File: src/rtl/npc_pkg.sv
package npc_pkg;

  localparam logic [5:0] OPC_REGIMM = 6'd1;
  localparam logic [5:0] OPC_JUMP   = 6'd2;
  localparam logic [5:0] OPC_BEQ    = 6'd4;
  localparam logic [5:0] OPC_BNE    = 6'd5;
  localparam logic [5:0] OPC_BLEZ   = 6'd6;
  localparam logic [5:0] OPC_BGTZ   = 6'd7;

  localparam logic [4:0] SEL_LTZ    = 5'd0;
  localparam logic [4:0] SEL_GEZ    = 5'd1;

  typedef enum logic [2:0] {
    FLOW_SEQ,
    FLOW_EQ,
    FLOW_NE,
    FLOW_LEZ,
    FLOW_GTZ,
    FLOW_LTZ,
    FLOW_GEZ,
    FLOW_JUMP
  } flow_kind_e;

endpackage

File: src/rtl/npc_decode.sv
module npc_decode
  import npc_pkg::*;
#(
  parameter int INSN_W = 32,
  parameter int OP_W   = 6,
  parameter int REG_W  = 5,
  parameter int OFF_W  = 16,
  parameter int JIDX_W = 26
) (
  input  logic [INSN_W-1:0] instr,
  output flow_kind_e        kind,
  output logic [OFF_W-1:0]  offset,
  output logic [JIDX_W-1:0] jidx
);
  localparam int OP_LSB = INSN_W - OP_W;
  localparam int RS_LSB = OP_LSB - REG_W;
  localparam int RT_LSB = RS_LSB - REG_W;

  logic [OP_W-1:0]  opcode;
  logic [REG_W-1:0] sel;

  assign opcode = instr[INSN_W-1:OP_LSB];
  assign sel    = instr[RT_LSB +: REG_W];
  assign offset = instr[OFF_W-1:0];
  assign jidx   = instr[JIDX_W-1:0];

  always_comb begin
    kind = FLOW_SEQ;
    case (opcode)
      OPC_BEQ:  kind = FLOW_EQ;
      OPC_BNE:  kind = FLOW_NE;
      OPC_BLEZ: kind = FLOW_LEZ;
      OPC_BGTZ: kind = FLOW_GTZ;
      OPC_JUMP: kind = FLOW_JUMP;
      OPC_REGIMM: begin
        if (sel == SEL_LTZ)      kind = FLOW_LTZ;
        else if (sel == SEL_GEZ) kind = FLOW_GEZ;
        else                     kind = FLOW_SEQ;
      end
      default:  kind = FLOW_SEQ;
    endcase
  end
endmodule

File: src/rtl/npc_cond.sv
module npc_cond
  import npc_pkg::*;
#(
  parameter int XLEN = 32
) (
  input  flow_kind_e       kind,
  input  logic [XLEN-1:0]  a,
  input  logic [XLEN-1:0]  b,
  output logic             take
);
  logic is_neg;
  logic is_zero;
  logic same;

  assign is_neg  = a[XLEN-1];
  assign is_zero = ~|a;
  assign same    = (a == b);

  always_comb begin
    case (kind)
      FLOW_EQ:   take = same;
      FLOW_NE:   take = ~same;
      FLOW_LEZ:  take = is_neg | is_zero;
      FLOW_GTZ:  take = ~is_neg & ~is_zero;
      FLOW_LTZ:  take = is_neg;
      FLOW_GEZ:  take = ~is_neg;
      FLOW_JUMP: take = 1'b1;
      default:   take = 1'b0;
    endcase
  end
endmodule

File: src/rtl/npc_target.sv
module npc_target
  import npc_pkg::*;
#(
  parameter int XLEN   = 32,
  parameter int OFF_W  = 16,
  parameter int JIDX_W = 26,
  parameter int ALIGN  = 2
) (
  input  logic [XLEN-1:0]   pc,
  input  flow_kind_e        kind,
  input  logic              take,
  input  logic [OFF_W-1:0]  offset,
  input  logic [JIDX_W-1:0] jidx,
  output logic [XLEN-1:0]   npc
);
  localparam int EXT_W    = XLEN - OFF_W - ALIGN;
  localparam int REGION_W = XLEN - JIDX_W - ALIGN;
  localparam logic [XLEN-1:0] STEP = XLEN'(1) << ALIGN;

  logic [XLEN-1:0] seq_pc;
  logic [XLEN-1:0] disp;
  logic [XLEN-1:0] rel_pc;
  logic [XLEN-1:0] abs_pc;

  assign seq_pc = pc + STEP;
  assign disp   = {{EXT_W{offset[OFF_W-1]}}, offset, {ALIGN{1'b0}}};
  assign rel_pc = seq_pc + disp;

  generate
    if (REGION_W > 0) begin : g_region
      assign abs_pc = {seq_pc[XLEN-1 -: REGION_W], jidx, {ALIGN{1'b0}}};
    end else begin : g_flat
      assign abs_pc = {jidx, {ALIGN{1'b0}}};
    end
  endgenerate

  always_comb begin
    if (!take)                  npc = seq_pc;
    else if (kind == FLOW_JUMP) npc = abs_pc;
    else                        npc = rel_pc;
  end
endmodule

File: src/rtl/npc_unit.sv
module npc_unit
  import npc_pkg::*;
#(
  parameter int XLEN   = 32,
  parameter int OFF_W  = 16,
  parameter int JIDX_W = 26
) (
  input  logic [31:0] cur_pc,
  input  logic [31:0] instr,
  input  logic [31:0] rs_val,
  input  logic [31:0] rt_val,
  output logic [31:0] next_pc,
  output logic        taken
);
  flow_kind_e        kind;
  logic [OFF_W-1:0]  offset;
  logic [JIDX_W-1:0] jidx;
  logic              take;

  npc_decode #(.INSN_W(32), .OP_W(6), .REG_W(5), .OFF_W(OFF_W), .JIDX_W(JIDX_W)) u_dec (
    .instr  (instr),
    .kind   (kind),
    .offset (offset),
    .jidx   (jidx)
  );

  npc_cond #(.XLEN(XLEN)) u_cond (
    .kind (kind),
    .a    (rs_val),
    .b    (rt_val),
    .take (take)
  );

  npc_target #(.XLEN(XLEN), .OFF_W(OFF_W), .JIDX_W(JIDX_W), .ALIGN(2)) u_tgt (
    .pc     (cur_pc),
    .kind   (kind),
    .take   (take),
    .offset (offset),
    .jidx   (jidx),
    .npc    (next_pc)
  );

  assign taken = take;
endmodule

File: config.mk
export PLATFORM = sky130hd
export DESIGN_NAME = npc_unit
export DESIGN_NICKNAME = d
export VERILOG_FILES = /design/src/rtl/npc_pkg.sv /design/src/rtl/npc_decode.sv /design/src/rtl/npc_cond.sv /design/src/rtl/npc_target.sv /design/src/rtl/npc_unit.sv
export SDC_FILE = /design/constraint.sdc
export NUM_CORES = 1
export LEC_CHECK = 0
export ABC_CLOCK_PERIOD_IN_PS = 6840
export BUFFER_PORTS_ARGS = -buffer_cell sky130_fd_sc_hd__buf_2
export CAP_MARGIN = 5
export CORE_UTILIZATION = 55
export DETAILED_ROUTE_END_ITERATION = 16
export GPL_ROUTABILITY_DRIVEN = 0
export PLACE_DENSITY = 0.9
export SYNTH_ARGS = -nofsm -noshare
export SYNTH_HDL_FRONTEND = slang
export SYNTH_HIERARCHICAL = 1
export SYNTH_SLANG_ARGS = --single-unit
File: constraint.sdc
create_clock -name vclk -period 6.84
set_input_delay 0.342 -clock vclk [all_inputs]
set_output_delay 0.342 -clock vclk [all_outputs]
set_load 0.005 [all_outputs]
==> reports/qor.txt <==
RSZ-0062 raised after global routing: no
Most Crowded Layer GR: met2
Area grow syn2layout: 14.3%
Tmin final: 4.35 ns
LEAKAGE: 2.02 nW
Largest net degree at the start of global routing: 35
Hold EP: next_pc[0]
Relative slew margins: 0.189
Mean area per synthesized cell: 6.84 µm²
Met3 global-route usage: 0.0302
Count leader, synth: nand2_1
Commonest cells in the netlist: nand2_1 (59), xor2_1 (46), nor2_1 (45)
Die H: 85.4 µm
Least-Margin Pin Slew: 1.22 ns
Vias post-DR: 4670
Post-CTS sizing: 0
Final count of negative-setup-slack endpoints: 0
DRC viols: 0
Total of max-cap violations: 0
Mapped Area: 3820 µm²
Post-Layout Cell Count: 742
Post-synth cell types: 57
DP Cell Count: 742
GR Util All Layers: 0.319
Sw Share: 0.564
Outcome: complete, no violations
Post-CTS Hold Fix Bufs: 0
Detailed Place HPWL: 10100 µm
Yosys warns: 6
Hold Vio Cnt, Final: 0
I/O pins: 161
Max FO, Critical Path: 7
Number of DRC markers in iteration 0: 349
Worst hold path class: input pin to primary output
Synth area leaders: ha_1 (12%), xor2_1 (11%), buf_4 (8.2%), xnor2_1 (7.3%), nand2_1 (5.8%)
Site row count: 30
Ratio of cells with drive above 1 in the final layout: 0.275
Worst Path Class, Setup: input pin to primary output
Largest area contributor in the netlist: ha_1
Post-Syn Instances: 559
Part of the power in combinational logic: 1.000
First-pass GRT wire length: 19400 µm
Met2 usage: 0.597
Routed Antenna Nets: 0
Period utilization: 0.636
Seq_cells: 0
Final TNS setup: 0 ns
Met1 Usage GRT: 0.384
Core area: 6760 µm²
Fmax: 230 MHz
Pre-Repair DR Iteration Count: 5
Switching power: 0.000181 W
Clock buffers: 0
CP endpoint kind: primary output
Hold_sp: cur_pc[0]
Power Density: 73.5 nW/µm²
Count of buffers from port buffering: 161
Crit path from: cur_pc[4]
Initial antenna violation count: 0
Register area share after synthesis: 0
Vias per cell: 6.29
VDD IR max: 0.0437 mV
Data arrival time of the worst path: 4.01 ns
Reg power frac: 0
Internal Dissipation: 0.000140 W
Reg area: 0 µm²
# diodes: 0
Synthesized Nets: 725
Avg WL per Cell: 16.5 µm
Die area: 7290 µm²
Clk pwr share: 0
GRT overflow: 0
Fin nets: 830
Max-slew violation count: 0
Die W: 85.4 µm
Crit start category: input pin
Final wirelength: 12200 µm
Vias in the first global route: 4465
Critical Path RT: 6.50 ns
Hold-critical path depth: 3
Post-CTS Setup Inserts: 0
Initial Util: 0.566
Area share of the largest cell type after synthesis: 0.121
[critical path, stage by stage]
cell	delay, ns
buf_2	0.14
and3_1	0.23
and2_1	0.16
and3_1	0.31
nand4_1	0.15
xnor2_1	0.16
ha_1	0.39
nand2_1	0.10
o311ai_1	0.31
a21oi_1	0.16
a21oi_1	0.39
nor2_1	0.17
o21a_1	0.26
a2111oi_0	0.34
nor4b_2	0.24
buf_2	0.14
[stage by stage]
stage / power [W] / worst slack [ns] / utilization / hold WS, ns / area [µm²]
final: 0.000321 / 2.49 / 0.647 / 1.00 / 4370
after global routing: 0.000350 / 2.22 / 0.647 / 1.01 / 4370
after CTS: 0.000313 / 2.59 / 0.647 / 1.01 / 4370
after detailed placement: 0.000312 / 2.62 / 0.647 / 1.01 / 4370
after global placement: 0.000301 / 2.73 / 0.647 / 0.998 / 4370
after floorplan: 0.000214 / 3.29 / - / 0.799 / 3820
[worst max path at each step]
stage          cells past startpoint  slack, ns          end
6_report                          16       2.49  next_pc[31]
3_5_place_dp                      16       2.62  next_pc[31]
2_1_floorplan                     14       3.29  next_pc[29]
3_3_place_gp                      16       2.73  next_pc[31]
4_1_cts                           16       2.59  next_pc[31]
5_1_grt                           16       2.22  next_pc[31]
[placed cells by master (no fill, tap or decap), types with 4 or more instances in the layout]
master / count
o21bai_1: 6
o41ai_1: 4
nor4_1: 13
o21a_1: 7
o21ai_0: 16
xnor2_1: 32
buf_2: 161
nor2_1: 45
a21oi_1: 40
and4_1: 6
and3_1: 13
xor2_1: 46
inv_1: 12
ha_1: 37
a31oi_1: 12
nand3b_1: 8
a21o_1: 13
nor4_2: 6
nand4_1: 17
nor3_1: 12
o21ai_1: 11
nand3_1: 25
nand2_1: 59
a21boi_0: 4
[area by class of cell]
type | instances | area [µm²]
Multi-Input combinational cell | 486 | 3400
Fill cell | 608 | 2380
Timing Repair Buffer | 164 | 828
Tap cell | 80 | 100
Inverter | 12 | 45.0
[power groups by stage]
| stage | sequential, W | clock [W] | combinational [W] |
|---|---|---|---|
| after floorplan | 0 | 0 | 0.000214 |
| after global placement | 0 | 0 | 0.000301 |
| after detailed placement | 0 | 0 | 0.000312 |
| after CTS | 0 | 0 | 0.000313 |
| after global routing | 0 | 0 | 0.000350 |
| final | 0 | 0 | 0.000321 |
[routing by layer]
metal	vias to the layer above	routed length, µm
met5	-	0
met1	2150	4950
met2	259	6220
met4	0	215
met3	23	848
li1	2238	-
[cell families (layout without fill, tap and decap cells)]
group | count (synthesis) | after routing | share of synthesized area
xor gates and xnor gates | 78 | 78 | 0.179
and+or+nand+nor | 228 | 228 | 0.341
muxes | 1 | 1 | 0.00294
buffers and inverters | 73 | 176 | 0.113
adders and majority gates | 38 | 38 | 0.126
AOI/OAI and AO/OA | 141 | 141 | 0.238
Power figures use the tool's default switching activity.
